File: config.mk
export PLATFORM = sky130hd
export DESIGN_NAME = i2c_regmap_slave
export DESIGN_NICKNAME = d
export VERILOG_FILES = /design/src/rtl/i2c_regmap_pkg.sv /design/src/rtl/i2c_bus_sync.sv /design/src/rtl/i2c_reg_bank.sv /design/src/rtl/i2c_slave_fsm.sv /design/src/rtl/i2c_regmap_slave.sv
export SDC_FILE = /design/constraint.sdc
export NUM_CORES = 1
export LEC_CHECK = 0
export ABC_AREA = 1
export CAP_MARGIN = 20
export CORE_MARGIN = 2
export CORE_UTILIZATION = 50
export CTS_CLUSTER_DIAMETER = 50
export DETAILED_ROUTE_END_ITERATION = 10
export DONT_BUFFER_PORTS = 1
export GPL_ROUTABILITY_DRIVEN = 0
export PLACE_DENSITY = 0.74
export RECOVER_POWER = 50
export SLEW_MARGIN = 20
export SYNTH_ARGS = -nofsm -noshare
export SYNTH_HDL_FRONTEND = slang
export SYNTH_HIERARCHICAL = 1
export SYNTH_SLANG_ARGS = --single-unit
File: constraint.sdc
create_clock -name clk_i -period 4.4 [get_ports clk_i]
set_clock_uncertainty 0.15 [all_clocks]
set_input_delay 0.22 -clock clk_i [delete_from_list [all_inputs] [get_ports clk_i]]
set_output_delay 0.22 -clock clk_i [all_outputs]
set_load 0.1 [all_outputs]
File: src/rtl/i2c_regmap_pkg.sv
package i2c_regmap_pkg;
  typedef enum logic [2:0] {
    ST_IDLE,
    ST_ADDR,
    ST_SUB,
    ST_WDATA,
    ST_ACK,
    ST_RDATA,
    ST_RACK
  } slv_state_e;

  localparam logic [5:0] DEV_ADDR_HI = 6'b110101;
  localparam logic [7:0] PWR_RST     = 8'h12;
endpackage

File: src/rtl/i2c_bus_sync.sv
module i2c_bus_sync #(
  parameter int STAGES = 2
) (
  input  logic clk_i,
  input  logic rst_ni,
  input  logic scl_i,
  input  logic sda_i,
  output logic scl_s_o,
  output logic sda_s_o,
  output logic scl_rise_o,
  output logic scl_fall_o,
  output logic start_o,
  output logic stop_o
);
  logic [STAGES-1:0] scl_ff, sda_ff;
  logic scl_prev, sda_prev;

  always_ff @(posedge clk_i or negedge rst_ni) begin
    if (!rst_ni) begin
      scl_ff   <= '1;
      sda_ff   <= '1;
      scl_prev <= 1'b1;
      sda_prev <= 1'b1;
    end else begin
      scl_ff   <= {scl_ff[STAGES-2:0], scl_i};
      sda_ff   <= {sda_ff[STAGES-2:0], sda_i};
      scl_prev <= scl_ff[STAGES-1];
      sda_prev <= sda_ff[STAGES-1];
    end
  end

  assign scl_s_o    = scl_ff[STAGES-1];
  assign sda_s_o    = sda_ff[STAGES-1];
  assign scl_rise_o = scl_s_o & ~scl_prev;
  assign scl_fall_o = ~scl_s_o & scl_prev;
  // bus conditions only while SCL is stably high
  assign start_o    = scl_s_o & scl_prev & sda_prev & ~sda_s_o;
  assign stop_o     = scl_s_o & scl_prev & ~sda_prev & sda_s_o;
endmodule

File: src/rtl/i2c_reg_bank.sv
module i2c_reg_bank #(
  parameter int         NREG    = 64,
  parameter logic [7:0] RST_REG0 = 8'h12
) (
  input  logic       clk_i,
  input  logic       rst_ni,
  input  logic       we_i,
  input  logic [7:0] waddr_i,
  input  logic [7:0] wdata_i,
  input  logic [7:0] raddr_i,
  output logic [7:0] rdata_o,
  output logic [7:0] reg0_o
);
  localparam int IW = (NREG > 1) ? $clog2(NREG) : 1;

  logic [7:0] regs [NREG];

  for (genvar i = 0; i < NREG; i++) begin : g_reg
    localparam logic [7:0] RV = (i == 0) ? RST_REG0 : 8'h00;
    always_ff @(posedge clk_i or negedge rst_ni) begin
      if (!rst_ni)                          regs[i] <= RV;
      else if (we_i && waddr_i == 8'(i))    regs[i] <= wdata_i;
    end
  end

  assign rdata_o = regs[raddr_i[IW-1:0]];
  assign reg0_o  = regs[0];
endmodule

File: src/rtl/i2c_slave_fsm.sv
module i2c_slave_fsm
  import i2c_regmap_pkg::*;
#(
  parameter logic [7:0] MAX_SUB = 8'h3F
) (
  input  logic       clk_i,
  input  logic       rst_ni,
  input  logic       sda_s_i,
  input  logic       scl_rise_i,
  input  logic       scl_fall_i,
  input  logic       start_i,
  input  logic       stop_i,
  input  logic       addr_sel_i,
  input  logic [7:0] rd_data_i,
  output logic [7:0] rd_addr_o,
  output logic       sda_oe_o,
  output logic       wr_stb_o,
  output logic [7:0] wr_addr_o,
  output logic [7:0] wr_data_o
);
  localparam logic [8:0] MAX_PTR = {1'b0, MAX_SUB};

  slv_state_e st_q, after_q;
  logic [7:0] sh_q;
  logic [3:0] cnt_q;
  logic [8:0] ptr_q;
  logic       mack_q;

  logic addr_hit, ptr_ok;
  assign addr_hit  = (sh_q[7:2] == DEV_ADDR_HI) && (sh_q[1] == addr_sel_i);
  assign ptr_ok    = (ptr_q <= MAX_PTR);
  assign rd_addr_o = ptr_ok ? ptr_q[7:0] : MAX_SUB;

  always_ff @(posedge clk_i or negedge rst_ni) begin
    if (!rst_ni) begin
      st_q      <= ST_IDLE;
      after_q   <= ST_IDLE;
      sh_q      <= '0;
      cnt_q     <= '0;
      ptr_q     <= '0;
      mack_q    <= 1'b0;
      sda_oe_o  <= 1'b0;
      wr_stb_o  <= 1'b0;
      wr_addr_o <= '0;
      wr_data_o <= '0;
    end else begin
      wr_stb_o <= 1'b0;
      if (start_i) begin
        st_q     <= ST_ADDR;
        cnt_q    <= '0;
        sda_oe_o <= 1'b0;
      end else if (stop_i) begin
        st_q     <= ST_IDLE;
        sda_oe_o <= 1'b0;
      end else begin
        unique case (st_q)
          ST_IDLE: ;
          ST_ADDR, ST_SUB, ST_WDATA: begin
            if (scl_rise_i) begin
              sh_q  <= {sh_q[6:0], sda_s_i};
              cnt_q <= cnt_q + 4'd1;
            end else if (scl_fall_i && cnt_q == 4'd8) begin
              cnt_q <= '0;
              st_q  <= ST_IDLE;
              if (st_q == ST_ADDR && addr_hit) begin
                sda_oe_o <= 1'b1;
                after_q  <= sh_q[0] ? ST_RDATA : ST_SUB;
                st_q     <= ST_ACK;
              end else if (st_q == ST_SUB && sh_q <= MAX_SUB) begin
                ptr_q    <= {1'b0, sh_q};
                sda_oe_o <= 1'b1;
                after_q  <= ST_WDATA;
                st_q     <= ST_ACK;
              end else if (st_q == ST_WDATA && ptr_ok) begin
                wr_stb_o  <= 1'b1;
                wr_addr_o <= ptr_q[7:0];
                wr_data_o <= sh_q;
                ptr_q     <= ptr_q + 9'd1;
                sda_oe_o  <= 1'b1;
                after_q   <= ST_WDATA;
                st_q      <= ST_ACK;
              end
            end
          end
          ST_ACK: begin
            if (scl_fall_i) begin
              cnt_q <= '0;
              st_q  <= after_q;
              if (after_q == ST_RDATA) begin
                sh_q     <= rd_data_i;
                sda_oe_o <= ~rd_data_i[7];
              end else begin
                sda_oe_o <= 1'b0;
              end
            end
          end
          ST_RDATA: begin
            if (scl_rise_i) begin
              cnt_q <= cnt_q + 4'd1;
            end else if (scl_fall_i) begin
              if (cnt_q == 4'd8) begin
                sda_oe_o <= 1'b0;
                st_q     <= ST_RACK;
              end else begin
                sh_q     <= {sh_q[6:0], 1'b0};
                sda_oe_o <= ~sh_q[6];
              end
            end
          end
          ST_RACK: begin
            if (scl_rise_i) begin
              mack_q <= ~sda_s_i;
              // advance before the fall so the next byte is ready; saturate at top
              if (!sda_s_i && ptr_q < MAX_PTR) ptr_q <= ptr_q + 9'd1;
            end else if (scl_fall_i) begin
              cnt_q <= '0;
              if (mack_q) begin
                sh_q     <= rd_data_i;
                sda_oe_o <= ~rd_data_i[7];
                st_q     <= ST_RDATA;
              end else begin
                st_q <= ST_IDLE;
              end
            end
          end
          default: st_q <= ST_IDLE;
        endcase
      end
    end
  end
endmodule

File: src/rtl/i2c_regmap_slave.sv
module i2c_regmap_slave
  import i2c_regmap_pkg::*;
#(
  parameter logic [7:0] MAX_SUB     = 8'h3F,
  parameter int         SYNC_STAGES = 2
) (
  input  logic       clk_i,
  input  logic       rst_ni,
  input  logic       scl_i,
  input  logic       sda_i,
  input  logic       addr_sel_i,
  output logic       sda_oe_o,
  output logic       wr_stb_o,
  output logic [7:0] wr_addr_o,
  output logic [7:0] wr_data_o,
  output logic [7:0] pwr_ctrl_o
);
  localparam int NREG = int'(MAX_SUB) + 1;

  logic scl_sync, sda_sync, scl_rise, scl_fall, start_evt, stop_evt;
  logic [7:0] rd_addr, rd_data;

  i2c_bus_sync #(.STAGES(SYNC_STAGES)) u_sync (
    .clk_i      (clk_i),
    .rst_ni     (rst_ni),
    .scl_i      (scl_i),
    .sda_i      (sda_i),
    .scl_s_o    (scl_sync),
    .sda_s_o    (sda_sync),
    .scl_rise_o (scl_rise),
    .scl_fall_o (scl_fall),
    .start_o    (start_evt),
    .stop_o     (stop_evt)
  );

  i2c_slave_fsm #(.MAX_SUB(MAX_SUB)) u_fsm (
    .clk_i      (clk_i),
    .rst_ni     (rst_ni),
    .sda_s_i    (sda_sync),
    .scl_rise_i (scl_rise),
    .scl_fall_i (scl_fall),
    .start_i    (start_evt),
    .stop_i     (stop_evt),
    .addr_sel_i (addr_sel_i),
    .rd_data_i  (rd_data),
    .rd_addr_o  (rd_addr),
    .sda_oe_o   (sda_oe_o),
    .wr_stb_o   (wr_stb_o),
    .wr_addr_o  (wr_addr_o),
    .wr_data_o  (wr_data_o)
  );

  i2c_reg_bank #(.NREG(NREG), .RST_REG0(PWR_RST)) u_regs (
    .clk_i   (clk_i),
    .rst_ni  (rst_ni),
    .we_i    (wr_stb_o),
    .waddr_i (wr_addr_o),
    .wdata_i (wr_data_o),
    .raddr_i (rd_addr),
    .rdata_o (rd_data),
    .reg0_o  (pwr_ctrl_o)
  );
endmodule

==> metrics.txt <==
# TYPE chip_impl_metric gauge
chip_impl_metric{name="synthesis.area_per_instance",unit="sq um"} 7.93
chip_impl_info{name="critical_path.top_delay_family",value="simple AND/OR/NAND/NOR gates"} 1
chip_impl_metric{name="critical_path.n_buffers_inverters",unit=""} 1
chip_impl_metric{name="fill_cells",unit=""} 4877
chip_impl_metric{name="numCtsBuffers",unit=""} 66
chip_impl_metric{name="drt-pass1-iter-count",unit=""} 6
chip_impl_metric{name="post_cts.repair.setup_buffers",unit=""} 0
chip_impl_metric{name="wl_per_cell",unit="um"} 18.1
chip_impl_metric{name="synth.net_count",unit=""} 3385
chip_impl_metric{name="achievable-frequency",unit="MHz"} 264
chip_impl_metric{name="mappedNetlistArea",unit="sq um"} 26800
chip_impl_metric{name="io_buffer_count",unit=""} 0
chip_impl_metric{name="layout-drive-gt1-share",unit="%"} 6.97
chip_impl_metric{name="max_slew_margin",unit="%"} -3.08
chip_impl_metric{name="clock_latency",unit="ns"} 0.62
chip_impl_metric{name="post_dp_cell_area",unit="sq um"} 26800
chip_impl_metric{name="postCtsResizedCells",unit=""} 0
chip_impl_info{name="tritoncts",value="done"} 1
chip_impl_metric{name="finalWorstPathRequiredPeriod",unit="ns"} 3.79
chip_impl_metric{name="row_count",unit=""} 84
chip_impl_metric{name="holdBufCountCts",unit=""} 3
chip_impl_metric{name="grt_max_degree",unit=""} 565
chip_impl_metric{name="finalHoldViolations",unit=""} 564
chip_impl_info{name="layout.cells.most_common",value="nand2_1"} 1
chip_impl_metric{name="die_area",unit="sq um"} 55400
chip_impl_metric{name="setup_violating_endpoint_count_in_the_final_report",unit=""} 0
chip_impl_info{name="crit_chain",value="clkbuf_1 > nand3_1 > nor2_1 > nand2_1 > o21ai_0"} 1
chip_impl_metric{name="floorplan.initialDensity",unit="%"} 50.7
chip_impl_metric{name="fin_nets",unit=""} 3254
chip_impl_metric{name="final_max_slew_viol_count",unit=""} 104
chip_impl_metric{name="static-leakage-power",unit="nW"} 13.3
chip_impl_metric{name="die_w",unit="um"} 235
chip_impl_info{name="type_of_origin_of_the_critical_path",value="flip-flop"} 1
chip_impl_metric{name="viasPerCell",unit=""} 5.66
chip_impl_metric{name="finalSetupTns",unit="ns"} 0
chip_impl_metric{name="timing.critical_path.arrival",unit="ns"} 4.14
chip_impl_info{name="cpMaxStageDelayCell",value="clkbuf_1"} 1
chip_impl_metric{name="initialDrtViolationCount",unit=""} 3026
chip_impl_info{name="critical_path_class",value="reg -> reg"} 1
chip_impl_metric{name="routed_wirelength",unit="um"} 72000
chip_impl_metric{name="core",unit="sq um"} 52800
chip_impl_metric{name="yosysWarnings",unit=""} 6
chip_impl_metric{name="cpPeakStageDelay",unit="ns"} 1.07
chip_impl_metric{name="max_slew.worst_pin.slew",unit="ns"} 1.55
chip_impl_info{name="cts_root_buf",value="clkbuf_16"} 1
chip_impl_metric{name="count_of_unresolved_drc_violations_after_routing",unit=""} 0
chip_impl_info{name="failing_checks",value="negative hold slack, max-slew violations"} 1
chip_impl_metric{name="global_route.usage.total",unit="%"} 26.4
chip_impl_metric{name="ir_worst_vdd",unit="V"} 0.000380
chip_impl_metric{name="clkSinkCount",unit=""} 564
chip_impl_metric{name="n_antenna_cell",unit=""} 0
chip_impl_metric{name="power_density",unit="nW/um^2"} 425
chip_impl_metric{name="vias",unit=""} 22600
chip_impl_metric{name="fin_total_pwr",unit="mW"} 12.3
chip_impl_metric{name="cts.reportedPaths.clkPinSlew",unit="ns"} 0.06
chip_impl_metric{name="place_hpwl",unit="um"} 42000
chip_impl_metric{name="postLayoutCellArea",unit="sq um"} 28900
chip_impl_info{name="outcome",value="finished with violations"} 1
chip_impl_metric{name="io-pin-count",unit=""} 31
chip_impl_metric{name="cts_buffer_depth",unit=""} 3
chip_impl_metric{name="finalCoreUtilization",unit="%"} 54.9
chip_impl_metric{name="number_of_global_route_vias_before_repair",unit=""} 21100
chip_impl_info{name="unrepaired_setup_endpoints_after_global_routing",value="false"} 1
chip_impl_metric{name="worstPathRequired",unit="ns"} 4.75
chip_impl_metric{name="grt_antenna_before_repair",unit=""} 0
chip_impl_metric{name="cts-htree-levels",unit=""} 3
chip_impl_metric{name="whs",unit="ns"} -0.835
chip_impl_info{name="mostFrequentLayoutCells",value="1341 x nand2_1, 556 x dfrtp_1, 492 x nand3_1, 474 x o21ai_0, 67 x clkbuf_16"} 1
chip_impl_metric{name="syn_inst",unit=""} 3377
chip_impl_metric{name="timing.final.crit_share",unit="%"} 86.2
chip_impl_metric{name="globalRoute.totalOverflow",unit=""} 0
chip_impl_metric{name="max_cap_violations",unit=""} 0
chip_impl_metric{name="area_growth",unit="%"} 8.13
chip_impl_metric{name="global_route_wire_length_before_repair",unit="um"} 118000
chip_impl_metric{name="critical_path.max_fanout",unit=""} 16
chip_impl_metric{name="drt.antenna.violating_nets",unit=""} 0
chip_impl_info{name="hold_path_class",value="in -> async"} 1
chip_impl_info{name="end_kind",value="flip-flop"} 1
chip_impl_metric{name="die-height",unit="um"} 235
[worst register-to-register path: cells and delay by family (launching register included)]
kind | cells | cell delay, ns
AO/OA/AOI/OAI | 1 | 0.33
flip-flops | 1 | 0.32
buffers and inverters | 1 | 1.07
AND/OR/NAND/NOR | 3 | 1.82
[path summary, 6_finish.rpt]
path	start	to	slack [ns]	depth (start not counted)
max	u_fsm/wr_addr_o[1]	u_regs/regs[169]	0.61	5
min	rst_ni	u_regs/regs[332]	-0.83	0
max reg2reg	u_fsm/wr_addr_o[1]	u_regs/regs[169]	0.61	5
min reg2reg	u_sync/scl_ff[0]	u_sync/scl_ff[1]	0.21	0
max in group asynchronous	rst_ni	u_regs/regs[25]	3.68	0
min in group clk_i	sda_i	u_sync/sda_ff[0]	0.03	1
[power breakdown]
group / switching (mW) / leakage [nW] / internal [mW]
Sequential: 0.173 / 7.80 / 5.27
Combinational: 1.07 / 4.44 / 0.419
Clock: 2.21 / 1.04 / 3.15
[stage by stage]
step | setup slack [ns] | cells
global route | 0.332 | 3986
finish | 0.608 | 3986
detailed placement | 0.950 | 3863
CTS | 0.919 | 3986
global placement | 1.05 | 3863
floorplan | 1.67 | 3377
[flip-flops by register name (all words and copies together), names as in the netlist]
name             count
u_fsm/sda_oe_o       1
u_sync/scl_ff        2
u_sync/scl_prev      1
u_sync/sda_ff        2
u_fsm/ptr_q          9
u_fsm/sh_q           8
u_regs/reg0_o        8
u_sync/sda_prev      1
u_regs/regs        504
u_fsm/st_q           3
u_fsm/wr_stb_o       1
u_fsm/after_q        3
u_fsm/cnt_q          4
u_fsm/wr_addr_o      8
u_fsm/mack_q         1
u_fsm/wr_data_o      8
[per-layer routing]
layer,global-route usage (%),wire (um),vias up
met5,0,0,-
met4,9.65,2330,0
met3,5.44,6180,147
met2,39.3,31700,854
met1,38.2,31800,10800
li1,-,-,10800
[cell type report]
class / instances / area (sq um) / area share, %
sequential: 564 / 14100 / 48.8
timing repair buffer: 40 / 364 / 1.26
clock inverter: 27 / 279 / 0.964
clock buffer: 93 / 1850 / 6.41
inverter: 72 / 285 / 0.986
multi-input combinational: 2502 / 11200 / 38.6
tap: 688 / 861 / 2.97
No activity file was read; power rests on OpenSTA's default activity.
